### config.mk
export PLATFORM = sky130hd
export DESIGN_NAME = gps_pps_discipline
export DESIGN_NICKNAME = d
export VERILOG_FILES = /design/src/rtl/gps_pps_pkg.sv /design/src/rtl/pps_phase_meter.sv /design/src/rtl/phase_window_acc.sv /design/src/rtl/pll_loop_filter.sv /design/src/rtl/gps_pps_discipline.sv
export SDC_FILE = /design/constraint.sdc
export NUM_CORES = 1
export LEC_CHECK = 0
export BUFFER_PORTS_ARGS = -buffer_cell sky130_fd_sc_hd__buf_2
export CAP_MARGIN = 10
export CORE_AREA = 2 2 203 205
export CTS_BUF_LIST = sky130_fd_sc_hd__clkbuf_16
export DETAILED_ROUTE_END_ITERATION = 8
export DIE_AREA = 0 0 205 207
export PLACE_DENSITY = 0.63
export RECOVER_POWER = 50
export SYNTH_ARGS = -nofsm -noshare
export SYNTH_HDL_FRONTEND = slang
export SYNTH_SLANG_ARGS = --single-unit
export TNS_END_PERCENT = 100
### constraint.sdc
create_clock -name clk -period 21.6 [get_ports clk]
set_clock_uncertainty 0.15 [all_clocks]
set_input_delay 0 -clock clk [delete_from_list [all_inputs] [get_ports clk]]
set_output_delay 0 -clock clk [all_outputs]
set_load 0.01 [all_outputs]
### src/rtl/gps_pps_pkg.sv
package gps_pps_pkg;

    typedef logic signed [39:0] wide_t;

    typedef enum logic [1:0] {
        LOOP_SETUP  = 2'd0,
        LOOP_FIRST  = 2'd1,
        LOOP_SECOND = 2'd2
    } loop_kind_e;

    typedef struct packed {
        logic lamp_hi;
        logic lamp_lo;
        logic deglitch;
        logic unlock;
    } loop_flags_t;

    function automatic loop_kind_e loop_kind(input logic [2:0] m);
        case (m)
            3'd0:    return LOOP_SETUP;
            3'd1:    return LOOP_FIRST;
            default: return LOOP_SECOND;
        endcase
    endfunction

    function automatic wide_t abs_w(input wide_t v);
        return (v < 0) ? -v : v;
    endfunction

    function automatic wide_t sat_w(input wide_t v, input int w);
        wide_t hi;
        wide_t lo;
        hi = (wide_t'(1) <<< (w - 1)) - wide_t'(1);
        lo = -hi - wide_t'(1);
        if (v > hi) return hi;
        if (v < lo) return lo;
        return v;
    endfunction

endpackage

### src/rtl/pps_phase_meter.sv
module pps_phase_meter #(
    parameter int CNT_W = 8
) (
    input  logic             clk,
    input  logic             rst,
    input  logic             pps_i,
    input  logic             osc_i,
    output logic             rd_valid_o,
    output logic [CNT_W-1:0] rd_count_o
);
    localparam logic [CNT_W-1:0] CNT_MAX = '1;

    logic             pps_q, osc_q, busy_q;
    logic [CNT_W-1:0] cnt_q;
    logic             pps_rise, osc_rise;

    assign pps_rise = pps_i & ~pps_q;
    assign osc_rise = osc_i & ~osc_q;

    always_ff @(posedge clk) begin
        if (rst) begin
            pps_q      <= 1'b0;
            osc_q      <= 1'b0;
            busy_q     <= 1'b0;
            cnt_q      <= '0;
            rd_valid_o <= 1'b0;
            rd_count_o <= '0;
        end else begin
            pps_q      <= pps_i;
            osc_q      <= osc_i;
            rd_valid_o <= 1'b0;
            if (pps_rise) begin
                busy_q <= 1'b1;
                cnt_q  <= CNT_W'(1);
            end else if (busy_q) begin
                if (osc_rise) begin
                    busy_q     <= 1'b0;
                    rd_valid_o <= 1'b1;
                    rd_count_o <= cnt_q;
                end else if (cnt_q != CNT_MAX) begin
                    cnt_q <= cnt_q + CNT_W'(1);
                end
            end
        end
    end

    // a reading is produced only by an oscillator edge while measuring
    a_r1_reading_needs_edge: assert property (@(posedge clk) disable iff (rst)
        rd_valid_o |-> $past(busy_q) && $past(osc_rise));

endmodule

### src/rtl/phase_window_acc.sv
module phase_window_acc #(
    parameter int CNT_W  = 8,
    parameter int WINDOW = 30,
    parameter int SUM_W  = CNT_W + $clog2(WINDOW + 1)
) (
    input  logic             clk,
    input  logic             rst,
    input  logic             rd_valid_i,
    input  logic [CNT_W-1:0] rd_count_i,
    output logic             tot_valid_o,
    output logic [SUM_W-1:0] total_o
);
    localparam int NW = (WINDOW > 1) ? $clog2(WINDOW) : 1;
    localparam logic [NW-1:0] LAST = NW'(WINDOW - 1);

    logic [SUM_W-1:0] sum_q;
    logic [NW-1:0]    n_q;
    logic [SUM_W-1:0] sum_n;

    assign sum_n = sum_q + SUM_W'(rd_count_i);

    always_ff @(posedge clk) begin
        if (rst) begin
            sum_q       <= '0;
            n_q         <= '0;
            tot_valid_o <= 1'b0;
            total_o     <= '0;
        end else begin
            tot_valid_o <= 1'b0;
            if (rd_valid_i) begin
                if (n_q == LAST) begin
                    total_o     <= sum_n;
                    tot_valid_o <= 1'b1;
                    sum_q       <= '0;
                    n_q         <= '0;
                end else begin
                    sum_q <= sum_n;
                    n_q   <= n_q + NW'(1);
                end
            end
        end
    end

    // one window end is a single-cycle event
    a_r1_single_total: assert property (@(posedge clk) disable iff (rst)
        tot_valid_o |=> !tot_valid_o);

endmodule

### src/rtl/pll_loop_filter.sv
module pll_loop_filter
    import gps_pps_pkg::*;
#(
    parameter int SUM_W     = 13,
    parameter int DAC_W     = 18,
    parameter int SETPOINT  = 800,
    parameter int UNLOCK_TH = 200,
    parameter int GLITCH_TH = 100,
    parameter int KP1_SHL   = 6,
    parameter int KP_BASE   = 8,
    parameter int KI_BASE   = 4
) (
    input  logic             clk,
    input  logic             rst,
    input  logic             tot_valid_i,
    input  logic [SUM_W-1:0] total_i,
    input  logic [2:0]       mode_i,
    input  logic             pol_pos_i,
    input  logic             loop_open_i,
    output wide_t            dac_o,
    output loop_flags_t      flags_o
);
    localparam wide_t DMAX = (wide_t'(1) <<< (DAC_W - 1)) - wide_t'(1);
    localparam wide_t DMIN = -DMAX - wide_t'(1);

    wide_t       dac_q, integ_q, prev_q;
    logic        have_q;
    loop_flags_t flags_q;

    wide_t       tot_w, err, e, diff, prop, step, dac_n, integ_n;
    logic [2:0]  sh;
    logic        jump, reject, off_lock;
    loop_kind_e  kind;
    loop_flags_t flags_n;

    always_comb begin
        tot_w    = wide_t'(total_i);
        err      = tot_w - wide_t'(SETPOINT);
        e        = pol_pos_i ? err : -err;
        diff     = tot_w - prev_q;
        kind     = loop_kind(mode_i);
        jump     = have_q && (abs_w(diff) > wide_t'(GLITCH_TH));
        reject   = jump && (mode_i >= 3'd4);
        off_lock = abs_w(err) > wide_t'(UNLOCK_TH);
        sh       = mode_i - 3'd2;
        prop     = (e <<< KP_BASE) >>> sh;
        step     = (e <<< KI_BASE) >>> {sh, 1'b0};
        integ_n  = integ_q;
        dac_n    = dac_q;
        case (kind)
            LOOP_SETUP: begin
                integ_n = '0;
                dac_n   = '0;
            end
            LOOP_FIRST: begin
                dac_n   = sat_w(e <<< KP1_SHL, DAC_W);
                integ_n = dac_n;
            end
            default: begin
                if (!reject) begin
                    integ_n = sat_w(integ_q + step, DAC_W);
                    dac_n   = sat_w(integ_n + prop, DAC_W);
                end
            end
        endcase
        if (loop_open_i) begin
            integ_n = integ_q;
            dac_n   = dac_q;
        end
        flags_n.lamp_hi  = (kind == LOOP_SETUP) ? (have_q && (tot_w < prev_q)) : off_lock;
        flags_n.lamp_lo  = (kind == LOOP_SETUP) ? (have_q && (tot_w > prev_q)) : reject;
        flags_n.deglitch = reject;
        flags_n.unlock   = off_lock;
    end

    always_ff @(posedge clk) begin
        if (rst) begin
            dac_q   <= '0;
            integ_q <= '0;
            prev_q  <= '0;
            have_q  <= 1'b0;
            flags_q <= '0;
        end else if (tot_valid_i) begin
            dac_q   <= dac_n;
            integ_q <= integ_n;
            prev_q  <= tot_w;
            have_q  <= 1'b1;
            flags_q <= flags_n;
        end
    end

    assign dac_o   = dac_q;
    assign flags_o = flags_q;

    // the code moves only at a window end
    a_r1_code_quiet: assert property (@(posedge clk) disable iff (rst)
        !tot_valid_i |=> $stable(dac_q));
    // an open loop freezes code and integrator
    a_r8_open_freeze: assert property (@(posedge clk) disable iff (rst)
        tot_valid_i && loop_open_i |=> $stable(dac_q) && $stable(integ_q));
    // setup mode parks the code at zero
    a_r3_setup_zero: assert property (@(posedge clk) disable iff (rst)
        tot_valid_i && !loop_open_i && (mode_i == 3'd0) |=> (dac_q == '0) && (integ_q == '0));
    // no rejection below mode 4
    a_r10_low_modes_keep: assert property (@(posedge clk) disable iff (rst)
        tot_valid_i && (mode_i inside {3'd1, 3'd2, 3'd3}) |=> !flags_q.deglitch && !flags_q.lamp_lo);
    // high lamp follows the unlock flag outside setup
    a_r9_high_is_unlock: assert property (@(posedge clk) disable iff (rst)
        tot_valid_i && (mode_i != 3'd0) |=> flags_q.lamp_hi == flags_q.unlock);
    // code and integrator stay inside the signed range
    a_r7_in_range: assert property (@(posedge clk) disable iff (rst)
        (dac_q <= DMAX) && (dac_q >= DMIN) && (integ_q <= DMAX) && (integ_q >= DMIN));

endmodule

### src/rtl/gps_pps_discipline.sv
module gps_pps_discipline
    import gps_pps_pkg::*;
#(
    parameter int CNT_W     = 8,
    parameter int WINDOW    = 30,
    parameter int DAC_W     = 18,
    parameter int SETPOINT  = 800,
    parameter int UNLOCK_TH = 200,
    parameter int GLITCH_TH = 100,
    parameter int KP1_SHL   = 6,
    parameter int KP_BASE   = 8,
    parameter int KI_BASE   = 4
) (
    input  logic             clk,
    input  logic             rst,
    input  logic             pps_in,
    input  logic             osc_div_in,
    input  logic [2:0]       filt_mode,
    input  logic             pol_pos,
    input  logic             loop_open,
    output logic [DAC_W-1:0] dac_code,
    output logic             lamp_high,
    output logic             lamp_low,
    output logic             deglitch_flag,
    output logic             unlock_flag
);
    localparam int SUM_W = CNT_W + $clog2(WINDOW + 1);

    logic             rd_valid, tot_valid;
    logic [CNT_W-1:0] rd_count;
    logic [SUM_W-1:0] total;
    wide_t            dac_w;
    loop_flags_t      flags;

    pps_phase_meter #(.CNT_W(CNT_W)) u_meter (
        .clk        (clk),
        .rst        (rst),
        .pps_i      (pps_in),
        .osc_i      (osc_div_in),
        .rd_valid_o (rd_valid),
        .rd_count_o (rd_count)
    );

    phase_window_acc #(.CNT_W(CNT_W), .WINDOW(WINDOW), .SUM_W(SUM_W)) u_acc (
        .clk         (clk),
        .rst         (rst),
        .rd_valid_i  (rd_valid),
        .rd_count_i  (rd_count),
        .tot_valid_o (tot_valid),
        .total_o     (total)
    );

    pll_loop_filter #(
        .SUM_W(SUM_W), .DAC_W(DAC_W), .SETPOINT(SETPOINT),
        .UNLOCK_TH(UNLOCK_TH), .GLITCH_TH(GLITCH_TH),
        .KP1_SHL(KP1_SHL), .KP_BASE(KP_BASE), .KI_BASE(KI_BASE)
    ) u_filter (
        .clk         (clk),
        .rst         (rst),
        .tot_valid_i (tot_valid),
        .total_i     (total),
        .mode_i      (filt_mode),
        .pol_pos_i   (pol_pos),
        .loop_open_i (loop_open),
        .dac_o       (dac_w),
        .flags_o     (flags)
    );

    assign dac_code      = dac_w[DAC_W-1:0];
    assign lamp_high     = flags.lamp_hi;
    assign lamp_low      = flags.lamp_lo;
    assign deglitch_flag = flags.deglitch;
    assign unlock_flag   = flags.unlock;

    // reset clears code and flags
    a_r2_reset_state: assert property (@(posedge clk)
        $past(rst) |-> (dac_code == '0) && !lamp_high && !lamp_low && !deglitch_flag && !unlock_flag);

endmodule

[Word-level counts from Yosys, hierarchy flattened]
Index checks and enable logic that the tools add are counted.
Storage, ports and cells
  input bits: 9
  output and inout bits: 22
  register bits: 128
Operators by class
  add/subtract/negate cells: 10
  $lt $le $gt $ge: 13
  muxes and demuxes: 54
  shifts and indexed selects: 2
  reduce and logical (&&, ||, !) cells: 17
  bitwise gates (word level): 9
  eq/ne operators: 6
Operator list (number)
  $mux W40: 13
  $gt A40 B18 Y1 const B: 3
  $lt A40 B18 Y1 const B: 3
  $mux W18: 5
  $add A40 B40 Y40: 2
  $pmux W40 S2: 1
  $gt A40 B8 Y1 const B: 1
  $gt A40 B9 Y1 const B: 1
  $lt A40 B1 Y1 const B: 1
  $neg A14 Y40: 1
  $neg A40 Y40: 1
  $sshr A40 B3 Y40: 1
  $sshr A40 B4 Y40: 1
  $mux W36: 1
  $pmux W18 S2: 1
  $mux W1: 30
  $lt A14 B1 Y1 const B: 1
  $sub A13 B10 Y14 const B: 1
  $sub A13 B13 Y14: 1
  $add A13 B8 Y13: 1
  $gt A13 B13 Y1: 1
  $lt A13 B13 Y1: 1
  $mux W13: 1
  $reduce_and A3 Y1: 4
  other kinds (21): 34

[Longest topological paths before layout]
Gate-level depths: netlist of run 1.
  depth after elaboration: 28
  depth in mapped cells: 59

[Hierarchy]
From an unflattened synthesis of run 1, not the netlist that was laid out.
Second synthesis, totals
  cells, all modules: 2343
  area, all modules: 16617.2 um2
By module, submodules not included
  pll_loop_filter: area each 14263.7 um2, seq. area each 1961.9 um2, cells each 2103, instances 1
  phase_window_acc: area each 1544.0 um2, seq. area each 640.6 um2, cells each 157, instances 1
  pps_phase_meter: area each 809.5 um2, seq. area each 400.4 um2, cells each 83, instances 1

[Worst setup path after synthesis of run 1]
Ideal clock, no wire load.
  path kind: register to register
  start: register u_acc.total_o[0]
  end: register u_filter.dac_q[10], in the netlist u_filter.dac_o[10]
  clock period less this slack: 10552 ps
  cell stages (with the launch flop): 45
  buffers on the path: 4
  setup slack: 11048 ps
  arrival: 10314 ps
  path through: dfxtp_1 -> clkbuf_1 -> nor3_1 -> nor3b_1 -> nand2_1 -> or3_1 -> clkbuf_1 -> nor3_1 -> inv_1 -> ha_1 -> o21ai_0 -> or2_2 -> o21ai_0 -> a21oi_1 -> nor2_1 -> a21oi_1 -> ha_1 -> a21oi_1 -> [... 9 more ...] -> nand2_1 -> ha_1 -> a211oi_1 -> nor3_1 -> o31a_1 -> a211oi_1 -> a211oi_1 -> o21ai_0 -> a21oi_1 -> o31a_1 -> o21a_1 -> or4_1 -> nand3_1 -> nand4_1 -> o41ai_4 -> buf_6 -> nand3_2 -> a311oi_2
On the way
  word-level cells in the longest chain between the ends: 24
  elaborated cells between the ends (all ways): 54
  those cells by class: add/sub (6); order compare (8); eq/ne (1); shift (2); mux (34); reduce/logical (3)
Ends and longest elaborated chain
  start, declared: line phase_window_acc.sv:11  | output logic [SUM_W-1:0] total_o
  start signal, assigned: line phase_window_acc.sv:32  | total_o <= sum_n;
  $sub A13 B10 Y14: line pll_loop_filter.sv:38  | err = tot_w - wide_t'(SETPOINT);
  $neg A14 Y40: line pll_loop_filter.sv:39  | e = pol_pos_i ? err : -err;
  $mux W36: line pll_loop_filter.sv:39
  $sshr A40 B4 Y40: line pll_loop_filter.sv:47  | step = (e <<< KI_BASE) >>> {sh, 1'b0};
  $add A40 B40 Y40: line pll_loop_filter.sv:61  | integ_n = sat_w(integ_q + step, DAC_W);
  $lt A40 B18 Y1: line gps_pps_pkg.sv:36  | if (v < lo) return lo;
  $mux W1 (2 in series): line gps_pps_pkg.sv:36
  $mux W1: line pll_loop_filter.sv:60  | if (!reject) begin
  [... 6 more ...]
  $lt A40 B18 Y1: line gps_pps_pkg.sv:36
  $mux W1 (2 in series): line gps_pps_pkg.sv:36
  $mux W1: line pll_loop_filter.sv:60
  $mux W1: line pll_loop_filter.sv:50  | case (kind)
  $mux W18: line gps_pps_pkg.sv:37  | return v;
  $mux W18: line gps_pps_pkg.sv:36
  $mux W18: line pll_loop_filter.sv:60
  $pmux W18 S2: line pll_loop_filter.sv:50
  end signal, assigned: line pll_loop_filter.sv:84  | dac_q <= dac_n;
  end, declared: line pll_loop_filter.sv:26  | wide_t dac_q, integ_q, prev_q;
Several ways; a longest one is shown, not always the timed one. The select of a mux whose other input is x is not followed.
A chain may end at the register's enable or synchronous reset.

[Worst setup path after layout of run 1]
  start: register u_acc.total_o[5]
  end: register u_filter.dac_q[16], in the netlist u_filter.dac_o[16]
Same word-level chain as after synthesis.

==> results of run 1 <==
## worst reg2reg max path: cells and delay by family (launching register included)
kind / cells / cell delay [ns]
AO/OA/AOI/OAI: 23 / 7.29
XOR/XNOR: 1 / 0.09
adder cells (fa/ha/maj): 3 / 0.85
buffers and inverters: 4 / 1.19
flip-flops: 1 / 0.38
AND/OR/NAND/NOR: 12 / 3.36
## worst paths after layout
path                          from  slack, ns  cells after the start                  end
hold reg to reg     u_acc.sum_q[2]       0.33                      2       u_acc.sum_q[2]
setup / recovery  u_acc.total_o[5]       7.99                     43   u_filter.dac_o[16]
hold / removal        filt_mode[2]       0.03                      5  u_filter.flags_o[1]
setup reg to reg  u_acc.total_o[5]       7.99                     43   u_filter.dac_o[16]
## repair_timing
item / CTS / global route
buffers inserted: 0 / 0
hold endpoints to repair: 35 / 0
hold buffers: 3 / 0
## metal layers
| metal | routed length (um) | track usage, % |
|---|---|---|
| met1 | 27000 | 39.2 |
| met2 | 26100 | 42.7 |
| met3 | 4720 | 4.61 |
| met4 | 2870 | 12.1 |
| met5 | 0 | 0 |
## cell usage in the layout, fill, tap and decap left out, types with 61 or more instances in the layout
| cell type | Yosys | routed |
|---|---|---|
| o21ai_0 | 138 | 138 |
| xnor2_1 | 61 | 61 |
| nor2_1 | 333 | 332 |
| nor3_1 | 69 | 69 |
| ha_1 | 135 | 134 |
| mux2i_1 | 79 | 79 |
| dfxtp_1 | 128 | 128 |
| inv_1 | 86 | 86 |
| a21oi_1 | 208 | 208 |
| nand2_1 | 227 | 227 |
## area by class of cell
class                   instances  area [um2]
clock inverters                15         183
fillers                      4340       23400
flip-flops and latches        128        2560
inverters                      88         330
clock buffers                  17         425
multi-input cells            1942       12500
repair buffers                 48         260
well taps                     532         666
diodes                          1        2.50
## cell usage after synthesis (all sizes together) (11+ instances only)
cell type  instances
and3              19
clkbuf           119
a311oi            27
a211oi            47
and2              18
ha               135
mux2i             79
xnor2             61
o211ai            17
dfxtp            128
nand3             54
o21bai            19
nand4             40
a31oi             24
a21boi            11
o2bb2ai           18
nand2            227
nand2b            22
buf               17
o21a              28
nor3              69
a21oi            209
nor2b             26
or3               24
inv               87
nor4              26
nor2             334
xor2              42
o21ai            143
a21o              55
## power breakdown
| group | switching, mW | leakage [nW] | internal, mW |
|---|---|---|---|
| Clock | 0.144 | 0.293 | 0.167 |
| Sequential | 0.000799 | 1.03 | 0.237 |
| Combinational | 0.246 | 5.37 | 0.120 |
| Total | 0.391 | 6.70 | 0.523 |
## cells by family (layout without fill, tap and decap cells)
family | Yosys count | after routing | share of synthesized area (%)
fa+ha+maj | 139 | 139 | 11.1
simple gates | 910 | 910 | 26.7
buf+inv | 224 | 168 | 5.42
mux | 90 | 90 | 5.95
xor+xnor | 103 | 103 | 5.66
compound gates | 700 | 700 | 29.1
flops | 128 | 128 | 16.1
other cells | 0 | 1 | 0
## state kept, by name, summed over array words and instances, names as in the netlist
name / flops
u_meter.pps_q: 1
u_filter.have_q: 1
u_meter.rd_count_o: 8
u_filter.prev_q: 13
u_filter.dac_o: 18
u_meter.rd_valid_o: 1
u_meter.busy_q: 1
u_acc.total_o: 13
u_acc.tot_valid_o: 1
u_meter.osc_q: 1
u_filter.integ_q: 40
u_acc.sum_q: 13
u_acc.n_q: 5
u_meter.cnt_q: 8
u_filter.flags_o: 4
==> out/results.tsv, run 1 <==
metric	value	unit
Async SR Flop Fraction	0	%
dpl cells	2735	
Post-DP Area	16300	um2
CP Data Required Time	21.62	ns
post-synthesis sequential area ratio	16.1	%
DP Worst Slack	8.30	ns
setup TNS	0	ns
WL/cell	21.9	um
maximum vdd ir drop	0.0000548	V
Layout area overhead	6.36	%
Core Box Area	40400	um2
YS warnings	0	
RSZ-0062 raised after global routing	no	
worst-path fanout max	32	
fin crit period	13.61	ns
starting density of the core	39.5	%
GPL Wtd Cong	1.05	
Tot Pwr	914	uW
flops & latches, synth	128	
Slew @ Worst Pin	3.19	ns
Max Slew Vio Count	125	
CP peak stage delay	0.84	ns
gr ovfl total	0	
delay-heaviest family, CP	compound AO/OA/AOI/OAI gates	
Power per Cell Area	53.9	nW/um2
global-route wire length before repair	93800	um
Crit-path slowest cell	nand2_1	
nets	2373	
Synth area leaders	dfxtp_1 (16%), ha_1 (11%), nor2_1 (7.8%), a21oi_1 (6.5%), nand2_1 (5.3%)	
largest net degree at the start of global routing	89	
Root Buffer	clkbuf_16	
Crit path top cell by count	a21oi_1	
post-route antenna net violation count	0	
Max-cap violations	2	
Mapped Nets	2442	
Fin Hold WS	0.0289	ns
status	finished, violations left	
I/O pin total	31	
failing checks	capacitance limit, slew limit	
layout cell share with drive strength beyond 1	4.92	%
Clock Tree Buf Depth	2	
DIE AREA	42400	um2
DRC Markers	0	
row cnt	74	
FMAX	0.0735	GHz
vias in the first global route	16083	
port bufs	30	
Syn Inst Count	2294	
critical path endpoint category	flip-flop	
Die W	205	um
Yosys top cell area share	16.1	%
Final Worst Setup Slack	7.99	ns
detailed router's first-iteration violation count	1958	
syn avg cell area	6.95	um2
number of CTS-inserted buffers	17	
initial antenna violation count	1	
CTS resizes	0	
Critical Path Source Type	flip-flop	
CTS tree	done	
CP arrival	13.62	ns
Netlist cell types	93	
Hold Path Class	in -> reg	
WL final	60700	um
Slew headroom	-113	%
hpwl dp	47500	um
CTS H-tree depth	4	
synthesized area	15900	um2
Clk pin slew, worst setup/hold paths	0.07	ns
fin crit share	63.0	%
Hold Violations, Final	0	
final setup violation count	0	
final non-filler cell total	2771	
fin util	42.0	%
LEAKAGE	6.70	nW
Via density	6.24	
1st-pass router iterations	6	
height of the chip	207	um
Crit path buffers/inverters	4	
Vias	17298	
Clk Latency, worst-skew pair	0.45	ns
leading area contributor after synthesis	dfxtp_1	
Total GRT Usage	28.2	%
CP Class	reg -> reg	
Post-synth top flop	dfxtp_1	
number of flops mapped to enable cells by yosys	0	
design area	17000	um2
CTS Sinks	128	
Note: power is estimated with default switching activity, not from simulation.
==> inputs of run 2 (changes only) <==
Settings changed: ABC_AREA set to 1, CORE_AREA 2 2 203 205 to 2 2 204 206, DIE_AREA 0 0 205 207 to 0 0 206 208, PLACE_DENSITY 0.63 to 0.64.
Clock period 21.6 ns to 11.1 ns, I/O delays scaled along.
==> out/results.tsv, run 2 <==
metric	value	unit
GPL Wtd Cong	1.06	
YS warnings	0	
Critical Path Source Type	flip-flop	
DP Worst Slack	0.0277	ns
Yosys top cell area share	20.8	%
Top Metal Used	met5	
Clock Tree Buf Depth	2	
failing checks	capacitance limit, slew limit	
Mapped Nets	3006	
Syn Inst Count	2858	
WL met2	29400	um
number of flip-flops in the largest register	40	
CTS H-tree depth	4	
ANT cells	0	
Sw Share	44.0	%
Largest Register	u_filter.integ_q	
NetSw	813	uW
Clk pin slew, worst setup/hold paths	0.07	ns
most common library cell in the layout ignoring fill and taps	nand2_1	
Max Slew Vio Count	48	
status	finished, violations left	
maximum vdd ir drop	0.000124	V
Power per Cell Area	105	nW/um2
WL/cell	18.8	um
internal power	1.03	mW
fin util	43.2	%
initial antenna violation count	1	
Netlist cell types	57	
CTS tree	done	
Async SR Flop Fraction	0	%
I/O pin total	31	
CP peak stage delay	0.53	ns
Total GRT Usage	29.8	%
CP Class	reg -> reg	
largest net degree at the start of global routing	76	
DRC Markers	0	
worst-path fanout max	12	
FMAX	0.0967	GHz
final setup violation count	0	
combinational power share	42.6	%
leading area contributor after synthesis	nand2_1	
flops & latches, synth	128	
Clk Latency, worst-skew pair	0.47	ns
CP Data Required Time	11.29	ns
Commonest cells post-synth	nand2_1 (885), inv_1 (385), o21ai_0 (280)	
final non-filler cell total	3400	
row cnt	74	
Post-synth top flop	dfxtp_1	
syn avg cell area	5.60	um2
Max-cap violations	1	
number of CTS-inserted buffers	17	
port bufs	30	
# fillers	4505	
fin crit share	93.2	%
Die W	206	um
critical path endpoint category	flip-flop	
clock power share	32.2	%
dpl cells	3359	
design area	17500	um2
Crit path top cell by count	nand2_1	
WL final	64100	um
Core Box Area	40600	um2
layout cell share with drive strength beyond 1	6.07	%
LEAKAGE	8.80	nW
area occupied by multi-input gates	11800	um2
CP arrival	10.54	ns
Root Buffer	clkbuf_16	
global-route wire length before repair	99000	um
Post-DP Area	16700	um2
Synth area leaders	nand2_1 (21%), dfxtp_1 (16%), ha_1 (11%), inv_1 (9.0%), o21ai_0 (8.8%)	
fin crit period	10.35	ns
Reg area	2560	um2
vias in the first global route	17710	
Hold Path Class	in -> reg	
number of flops mapped to enable cells by yosys	0	
most frequent cells in the layout	nand2_1 (884), inv_1 (386), o21ai_0 (268)	
Final Worst Setup Slack	0.754	ns
height of the chip	208	um
routed wl met3	3930	um
Slew headroom	-62.4	%
1st-pass router iterations	5	
synthesized area	16000	um2
DIE AREA	42800	um2
most numerous cell in the Yosys netlist	nand2_1	
starting density of the core	39.5	%
gr ovfl total	0	
detailed router's first-iteration violation count	1736	
post-synthesis sequential area ratio	16.0	%
Crit-path slowest cell	o21ai_0	
Hold Violations, Final	0	
nets	3003	
DRT met1 WL	28400	um
Vias	18751	
sequential share of power	25.1	%
hpwl dp	52200	um
Via density	5.52	
Slew @ Worst Pin	2.44	ns
post-route antenna net violation count	0	
Layout area overhead	9.51	%
CTS Sinks	128	
## run 2: final cells by class
class	instances	share of cell area (%)
multi-input combinational	2240	67.2
tap	532	3.80
inverter	400	8.59
timing repair buffer	68	2.37
clock buffer	17	2.43
clock inverter	15	0.992
sequential	128	14.6
## run 2: per-layer routing
metal	GRT usage [%]	up-vias
li1	-	9278
met1	39.4	8726
met2	49.1	624
met3	3.93	121
met4	11.5	2
met5	0	-
## run 2: what timing repair did
action / in CTS / in global routing
pin swaps: 0 / 5
gates cloned: 0 / 1
endpoints found under the hold margin: 45 / 0
setup endpoints to repair: 9 / 18
hold buffers: 6 / 0
resized for setup: 3 / 56
buffers inserted: 0 / 2
## run 2: logic make-up after synthesis
logic type,after synthesis,synth area share (%)
buffers and inverters,491,11.7
DFF,128,16.0
xor gates and xnor gates,66,3.73
adders and majority gates,139,11.1
AOI/OAI and AO/OA,619,20.7
and+or+nand+nor,1415,36.8
## run 2: final timing paths
kind	startpoint	to	slack [ns]	cells after the start
min	loop_open	u_filter.integ_q[39]	0.12	6
min reg2reg	u_filter.prev_q[11]	u_filter.prev_q[11]	0.32	2
max	u_acc.total_o[5]	u_filter.dac_o[10]	0.75	55
max reg2reg	u_acc.total_o[5]	u_filter.dac_o[10]	0.75	55
## run 2: power groups by stage
stage	registers [mW]	logic (mW)	clock network, mW
detailed placement	0.474	0.742	0
floorplan	0.473	0.519	0
global placement	0.474	0.747	0
global route	0.464	0.866	0.620
finish	0.464	0.787	0.595
CTS	0.464	0.749	0.606
## run 2: worst max-delay path, delay by kind of cell (launching register included)
kind            cells  cell delay (ns)
compound gates     11             2.83
xor+xnor            1             0.20
fa+ha+maj           5             1.59
buf+inv             3             0.27
flops               1             0.38
simple gates       35             4.78
## run 2: through the flow
step                TNS [ns]  hold slack [ns]  total power [mW]
floorplan                  0          -0.0251             0.992
detailed placement         0           0.0914              1.22
finish                     0            0.123              1.85
CTS                        0           0.0915              1.82
global placement      -0.456           0.0871              1.22
global route        -0.00818            0.150              1.95
==> inputs of run 3 (changes only) <==
Settings changed: CORE_AREA 2 2 204 206 to 2 2 220 222, DIE_AREA 0 0 206 208 to 0 0 222 224, SYNTH_HIERARCHICAL set to 1.
==> out/results.tsv, run 3 <==
metric	value	unit
hpwl dp	49600	um
NetSw	786	uW
Layout area overhead	6.88	%
final setup violation count	0	
CTS tree	done	
DIE AREA	49700	um2
WL/cell	16.6	um
WL final	61400	um
FMAX	0.0970	GHz
setup TNS	0	ns
layout cell share with drive strength beyond 1	6.96	%
number of CTS-inserted buffers	17	
I/O pin total	31	
Hold Path Class	in -> reg	
DRC Markers	0	
Critical Path Source Type	flip-flop	
starting density of the core	36.8	%
status	finished, violations left	
Largest Register	u_filter/integ_q	
YS warnings	6	
Hold Violations, Final	0	
initial antenna violation count	0	
largest net degree at the start of global routing	80	
Clock Tree Buf Depth	2	
CTS Sinks	128	
Clk Latency, worst-skew pair	0.46	ns
Tot Pwr	1.79	mW
worst-path fanout max	15	
GPL Wtd Cong	1.01	
LEAKAGE	9.66	nW
CP peak stage delay	0.40	ns
combinational power share	40.9	%
sequential share of power	25.8	%
CP Data Required Time	11.31	ns
fin crit period	10.31	ns
# fillers	5348	
detailed router's first-iteration violation count	2158	
Total GRT Usage	24.6	%
CP arrival	10.52	ns
synthesized area	17400	um2
Clk pin slew, worst setup/hold paths	0.07	ns
ANT cells	0	
most common library cell in the layout ignoring fill and taps	nand2_1	
row cnt	80	
Crit-path slowest cell	o21ai_0	
critical path endpoint category	flip-flop	
port bufs	30	
most frequent cells in the layout	nand2_1 (1061), inv_1 (423), nor2_1 (281)	
vias in the first global route	17653	
height of the chip	224	um
Root Buffer	clkbuf_16	
Core Box Area	47300	um2
CP Class	reg -> reg	
Max-cap violations	1	
Crit path buffers/inverters	9	
maximum vdd ir drop	0.000117	V
Power per Cell Area	96.1	nW/um2
1st-pass router iterations	7	
failing checks	capacitance limit, slew limit	
Die W	222	um
clock power share	33.3	%
Syn Inst Count	3104	
gr ovfl total	0	
Crit path top cell by count	nand2_1	
RSZ-0062 raised after global routing	no	
Vias	19317	
post-route antenna net violation count	0	
Slew headroom	-7.84	%
fin crit share	92.9	%
global-route wire length before repair	97200	um
internal power	1.00	mW
Max Slew Vio Count	15	
nets	3231	
delay-heaviest family, CP	simple AND/OR/NAND/NOR gates	
number of flip-flops in the largest register	40	
syn avg cell area	5.62	um2
Via density	5.21	
CTS H-tree depth	4	
Slew @ Worst Pin	1.61	ns
Sw Share	43.9	%
Mapped Nets	3257	
[run 3: area by class of cell]
type,instances,area (um2),area share (%)
multi-input combinational,2428,12700,68.0
sequential,128,2560,13.8
inverter,445,1680,9.02
tap,615,769,4.13
clock buffer,17,425,2.28
timing repair buffer,58,340,1.83
clock inverter,15,189,1.01
[run 3: worst paths after layout]
path,startpoint,end,slack [ns],depth (start not counted)
worst min register to register,u_filter/prev_q[12],u_filter/prev_q[12],0.31,2
worst min-delay path,rst,u_meter/osc_q,0.1,3
worst max-delay path,u_acc/total_o[5],u_filter/dac_o[10],0.79,63
worst max register to register,u_acc/total_o[5],u_filter/dac_o[10],0.79,63
[run 3: stage by stage]
stage	cell area (um2)	hold slack, ns	setup slack, ns	cells	utilization, %
finish	18600	0.0972	0.790	3706	39.3
global route	18600	0.133	0.0253	3706	39.3
CTS	18600	0.0961	0.530	3698	39.2
detailed placement	17900	0.0798	0.571	3663	37.9
global placement	17900	0.0690	0.629	3663	37.9
floorplan	17400	-0.0809	2.26	3104	-
[run 3: worst min-delay path, cell delays in order]
cell and delay, ns:
buf_2 0.10, buf_4 0.38, nor2_1 0.18
[run 3: power by group through the flow]
stage                     sequential [mW]  combinational, mW  clock (mW)
after floorplan                     0.472              0.509           0
after CTS                           0.462              0.703       0.610
after global routing                0.461              0.809       0.629
final                               0.462              0.732       0.596
after global placement              0.472              0.703           0
after detailed placement            0.472              0.697           0
[run 3: repair_timing]
item,CTS,global route
endpoints found under the setup margin,0,18
setup buffers,0,8
resized for setup,0,26
hold buffers,3,0
endpoints found under the hold margin,11,0
[run 3: metal layers]
metal  vias to the layer above  GRT usage [%]  wire length [um]
met5                         -              0                 0
met4                         0           12.9              3150
met3                       115           2.56              4010
met2                       703           38.2             26000
met1                      8616           33.5             28200
li1                       9883              -                 -
